==> src/rtl/adc_scan_pkg.sv <==
package adc_scan_pkg;

  typedef enum logic [1:0] {
    S_IDLE  = 2'd0,
    S_START = 2'd1,
    S_WAIT  = 2'd2
  } seqState_t;

  // Strobes from control to datapath, one cycle each
  typedef struct packed {
    logic loadResult;
    logic stepPos;
    logic wrapPos;
    logic setEoc;
  } seqStrobe_t;

endpackage

==> src/rtl/adc_seq_ctrl.sv <==
module adc_seq_ctrl
  import adc_scan_pkg::*;
#(
  parameter int BURST_W = 3
) (
  input  logic               clk,
  input  logic               rstN,
  input  logic               enable,
  input  logic               trig,
  input  logic               cont,
  input  logic               disc,
  input  logic [BURST_W-1:0] burstM1,
  input  logic               convDone,
  input  logic               atLast,
  output logic               convStart,
  output seqStrobe_t         strobe
);

  seqState_t state, nextState;
  logic [BURST_W-1:0] burstCnt;
  logic burstEnd;

  assign burstEnd  = disc && (burstCnt == burstM1);
  assign convStart = (state == S_START);

  always_comb begin
    strobe    = '0;
    nextState = state;
    unique case (state)
      S_IDLE:  if (trig) nextState = S_START;
      S_START: nextState = S_WAIT;
      S_WAIT: begin
        if (convDone) begin
          strobe.loadResult = 1'b1;
          if (atLast) begin
            strobe.wrapPos = 1'b1;
            strobe.setEoc  = 1'b1;
            nextState = (cont && !disc) ? S_START : S_IDLE;
          end else begin
            strobe.stepPos = 1'b1;
            nextState = burstEnd ? S_IDLE : S_START;
          end
        end
      end
      default: nextState = S_IDLE;
    endcase
  end

  always_ff @(posedge clk or negedge rstN) begin
    if (!rstN) begin
      state    <= S_IDLE;
      burstCnt <= '0;
    end else if (!enable) begin
      state    <= S_IDLE;
      burstCnt <= '0;
    end else begin
      state <= nextState;
      if (strobe.loadResult) begin
        if (atLast || burstEnd || !disc) burstCnt <= '0;
        else burstCnt <= burstCnt + 1'b1;
      end
    end
  end

endmodule

==> src/rtl/adc_seq_dpath.sv <==
module adc_seq_dpath
  import adc_scan_pkg::*;
#(
  parameter int CHAN_W = 5,
  parameter int DEPTH  = 16,
  parameter int DATA_W = 12,
  localparam int POS_W = $clog2(DEPTH)
) (
  input  logic                    clk,
  input  logic                    rstN,
  input  logic                    enable,
  input  logic                    scan,
  input  logic [POS_W-1:0]        lenM1,
  input  logic [DEPTH*CHAN_W-1:0] chanList,
  input  logic [DATA_W-1:0]       convData,
  input  logic                    eocClr,
  input  seqStrobe_t              strobe,
  output logic [CHAN_W-1:0]       convChan,
  output logic                    atLast,
  output logic [DATA_W-1:0]       resultData,
  output logic                    dmaReq,
  output logic                    eocFlag
);

  logic [CHAN_W-1:0] chanArr [DEPTH];
  logic [POS_W-1:0]  pos;
  logic [POS_W-1:0]  lastIdx;

  for (genvar i = 0; i < DEPTH; i++) begin : g_unpack
    assign chanArr[i] = chanList[i*CHAN_W +: CHAN_W];
  end

  assign lastIdx  = scan ? lenM1 : '0;
  assign atLast   = (pos == lastIdx);
  assign convChan = chanArr[pos];

  always_ff @(posedge clk or negedge rstN) begin
    if (!rstN) begin
      pos <= '0;
    end else if (!enable || strobe.wrapPos) begin
      pos <= '0;
    end else if (strobe.stepPos) begin
      pos <= pos + 1'b1;
    end
  end

  always_ff @(posedge clk or negedge rstN) begin
    if (!rstN) begin
      resultData <= '0;
      dmaReq     <= 1'b0;
      eocFlag    <= 1'b0;
    end else begin
      dmaReq <= strobe.loadResult;
      if (strobe.loadResult) resultData <= convData;
      if (strobe.setEoc) eocFlag <= 1'b1;
      else if (eocClr)   eocFlag <= 1'b0;
    end
  end

endmodule

==> src/rtl/adc_seq_scan.sv <==
module adc_seq_scan
  import adc_scan_pkg::*;
#(
  parameter int CHAN_W  = 5,
  parameter int DEPTH   = 16,
  parameter int DATA_W  = 12,
  parameter int BURST_W = 3,
  localparam int POS_W  = $clog2(DEPTH)
) (
  input  logic                    clk,
  input  logic                    rstN,
  input  logic                    cfgEnable,
  input  logic                    cfgScan,
  input  logic                    cfgCont,
  input  logic                    cfgDisc,
  input  logic [BURST_W-1:0]      cfgBurstM1,
  input  logic [POS_W-1:0]        cfgLenM1,
  input  logic [DEPTH*CHAN_W-1:0] cfgChanList,
  input  logic                    cfgEocIe,
  input  logic                    swStart,
  input  logic                    extTrig,
  input  logic                    eocClr,
  output logic                    convStart,
  output logic [CHAN_W-1:0]       convChan,
  input  logic                    convDone,
  input  logic [DATA_W-1:0]       convData,
  output logic [DATA_W-1:0]       resultData,
  output logic                    dmaReq,
  output logic                    eocFlag,
  output logic                    eocIrq
);

  seqStrobe_t strobe;
  logic atLast;

  adc_seq_ctrl #(.BURST_W(BURST_W)) u_ctrl (
    .clk      (clk),
    .rstN     (rstN),
    .enable   (cfgEnable),
    .trig     (swStart | extTrig),
    .cont     (cfgCont),
    .disc     (cfgDisc),
    .burstM1  (cfgBurstM1),
    .convDone (convDone),
    .atLast   (atLast),
    .convStart(convStart),
    .strobe   (strobe)
  );

  adc_seq_dpath #(.CHAN_W(CHAN_W), .DEPTH(DEPTH), .DATA_W(DATA_W)) u_dpath (
    .clk       (clk),
    .rstN      (rstN),
    .enable    (cfgEnable),
    .scan      (cfgScan),
    .lenM1     (cfgLenM1),
    .chanList  (cfgChanList),
    .convData  (convData),
    .eocClr    (eocClr),
    .strobe    (strobe),
    .convChan  (convChan),
    .atLast    (atLast),
    .resultData(resultData),
    .dmaReq    (dmaReq),
    .eocFlag   (eocFlag)
  );

  assign eocIrq = eocFlag & cfgEocIe;

endmodule

==> config.mk <==
export PLATFORM = sky130hd
export DESIGN_NAME = adc_seq_scan
export DESIGN_NICKNAME = d
export VERILOG_FILES = /design/src/rtl/adc_scan_pkg.sv /design/src/rtl/adc_seq_ctrl.sv /design/src/rtl/adc_seq_dpath.sv /design/src/rtl/adc_seq_scan.sv
export SDC_FILE = /design/constraint.sdc
export NUM_CORES = 1
export LEC_CHECK = 0
export ABC_AREA = 1
export CORE_ASPECT_RATIO = 1.75
export CORE_MARGIN = 2
export CORE_UTILIZATION = 60
export CTS_BUF_LIST = sky130_fd_sc_hd__clkbuf_4 sky130_fd_sc_hd__clkbuf_8
export CTS_CLUSTER_DIAMETER = 30
export DETAILED_ROUTE_END_ITERATION = 8
export DONT_BUFFER_PORTS = 1
export PLACE_DENSITY = 0.76
export SLEW_MARGIN = 30
export SYNTH_ARGS = -nofsm -noshare
export SYNTH_HDL_FRONTEND = slang
export SYNTH_SLANG_ARGS = --single-unit
==> constraint.sdc <==
create_clock -name clk -period 2.6 [get_ports clk]
set_clock_uncertainty 0.2 [all_clocks]
set_input_delay 0.26 -clock clk [delete_from_list [all_inputs] [get_ports clk]]
set_output_delay 0.26 -clock clk [all_outputs]
set_load 0.01 [all_outputs]
==> reports/results.ini, run 1 <==
[setup_path]
cp_top_family=flip-flops
r2r_cells=7
path_buf_inv=2
critPathRequiredTime_ns=2.14
crit_chain=inv_1, buf_4, nor2_1, o21ai_0, nand3_1, nand3_1, nand2_1
cp_max_fo=30
cp_common_cell=nand3_1
slowest_delay_ns=0.52
end_kind=output port
critical_path_class=reg -> out
path_depth=7
cp-start-kind=flop
arrival_ns=1.82
slowest_stage=dfrtp_1

[placed_design]
io_buffer_count=0
dp_hpwl_um=3890
post_dp_cell_area_um2=1940
pre_cts_slack_ns=0.645
place_congestion=0.738

[finish]
fillers=303
design_area_um2=2170
drive_gt1_frac=0.0445
diodes=0
syn_to_final_growth_pct=11.5
final_nets=450

[clocking]
cts_buffers=3
clockBufferDepth=2
htreeDepth=1
clock_sinks=23
clk_latency_ns=0.26
cts_tree=yes
post-cts-setup-buffers=0
root_buffer=clkbuf_8
path_clk_slew_ns=0.08

[floorplanning]
initial_utilization=0.625
pin_count=131
die_x_um=47.0
fp.coreArea_um2=3110
die_area_um2=3730
die_h_um=79.3
rows=27

[yosys]
async_reset_ff_frac=1.00
synthCells=330
netlist_area_um2=1940
synth-seq-cells=23
avgSynthCellArea_um2=5.88
syn-num-nets=442
synth.most_common_cell=nand2_1
yosysSeqAreaShare=0.296
synth-edff-count=0
synthTopCellsByCount=nand2_1, nor2_1, nand3_1, o21ai_0, inv_1
synthTopCellsByArea=dfrtp_1, nand2_1, nor2_1, nand3_1, o21ai_0
ys_types=23
ys.flop_type=dfrtp_1
synth.top_cell.area_share=0.296
yosys.area.top_type=dfrtp_1
ys.warnings.count=0

[grt]
grt.total_usage=0.286
grt_max_degree=33
grt_overflow=0
antenna_found_initial=0
grt_pass1_wl_um=7760
grt_pass1_vias=1870

[sta]
slew_headroom=0.668
fin_crit_ns=2.28
max_freq_ghz=0.439
fin_crit_sh=0.876
setup_tns_ns=0
setup-violations-final=0
setup_ws_ns=0.324
timing.final.hold_violations=0
worst_pin_slew_ns=0.499
rsz0062_at_grt=no
slew_viol_final=0

[routing]
drc_errors=0
vias_per_cell=5.50
routed_wl_um=5460
wl_per_cell_um=14.4
first_pass_iters=4
ant_nets=0
vias=2091
first_iter_violations=38

[power]
total_power_uw=1080
p_per_area_nw_per_um2=498
p_leak_uw=0.00110
peakVddDrop_v=0.000643

[hold_path]
holdPathStages=2
hp-class=in -> reg

[outcome]
status=finished clean

[job]
maxCapViolations=0

## sequential cells by signal, summed over array words and instances, names as in the netlist
| name | cells |
|---|---|
| u_ctrl.burstCnt | 3 |
| u_ctrl.state | 2 |
| u_dpath.dmaReq | 1 |
| u_dpath.eocFlag | 1 |
| u_dpath.pos | 4 |
| u_dpath.resultData | 12 |
## where the power goes
group          leakage (µW)  switching [µW]  internal [µW]  total [µW]
clock network     0.0000255             110            107         217
logic              0.000771             167            107         275
registers          0.000302             127            459         587
total               0.00110             404            674        1080
## what timing repair did
action	CTS	global route
gates resized for setup	0	0
endpoints found under the hold margin	44	23
hold buffers	17	1
## area by class of cell
class                           count  area, µm²  share of cell area
Tap cell                           43       53.8              0.0248
Clock inverter                      1       5.00             0.00231
Inverter                           30        113              0.0520
Sequential cell                    23        576               0.266
Multi-Input combinational cell    259       1170               0.539
Clock buffer                        3       41.3              0.0191
Timing Repair Buffer               21        210              0.0971
## stage by stage
step | hold slack, ns | cells | util
after floorplan | -0.236 | 330 | -
after global placement | -0.235 | 358 | 0.626
after detailed placement | -0.235 | 358 | 0.626
after CTS | 0.00906 | 379 | 0.695
after global routing | 0.0131 | 380 | 0.697
final | 0.0177 | 380 | 0.697
## path summary, 6_finish.rpt
| kind | endpoint | slack (ns) | from |
|---|---|---|---|
| max reg2reg | u_dpath.pos[2]$_DFFE_PN0P_ | 0.69 | u_dpath.pos[2]$_DFFE_PN0P_ |
| min reg2reg | u_ctrl.burstCnt[1]$_DFFE_PN0P_ | 0.35 | u_ctrl.burstCnt[1]$_DFFE_PN0P_ |
| max in group asynchronous | u_dpath.resultData[11]$_DFFE_PN0P_ | 1.58 | rstN |
| max | convChan[0] | 0.32 | u_dpath.pos[1]$_DFFE_PN0P_ |
| min in group asynchronous | u_dpath.resultData[8]$_DFFE_PN0P_ | 0.28 | rstN |
| min | u_ctrl.state[0]$_DFFE_PN0P_ | 0.02 | cfgCont |
## routing by layer
| layer | vias to the layer above | share of wire | global-route usage | wire length [µm] |
|---|---|---|---|---|
| met2 | 85 | 0.54 | 0.534 | 2960 |
| met4 | 0 | 0.028 | 0.139 | 154 |
| met3 | 12 | 0.067 | 0.0386 | 364 |
| met5 | - | 0 | 0 | 0 |
| met1 | 933 | 0.36 | 0.282 | 1980 |
| li1 | 1061 | - | - | - |
## logic make-up (layout without fill, tap and decap cells)
logic type	Yosys count	after routing	share of synthesized area
buffers and inverters	48	55	0.102
AND/OR/NAND/NOR	209	209	0.446
adder cells (fa/ha/maj)	2	2	0.0129
flip-flops	23	23	0.296
AO/OA/AOI/OAI	45	45	0.129
XOR/XNOR	3	3	0.0135
## placed cells by master (no fill, tap or decap), drive strengths merged
cell	netlist	layout
xor2	2	2
clkbuf	4	3
xnor2	1	1
nor3	2	2
a21oi	2	2
buf	14	4
nor2	77	77
nand2	90	90
nand4	3	3
dlygate4sd3	0	17
nand3	37	37
inv	30	30
o211ai	10	10
o21ai	33	33
dfrtp	23	23
ha	2	2
clkinv	0	1
Power figures use the tool's default switching activity.
==> run 2: changes to the inputs <==
SLEW_MARGIN = 20   (was 30)
==> results of run 2 <==
No change in the layout: final DEF, timing and power equal those of run 1.
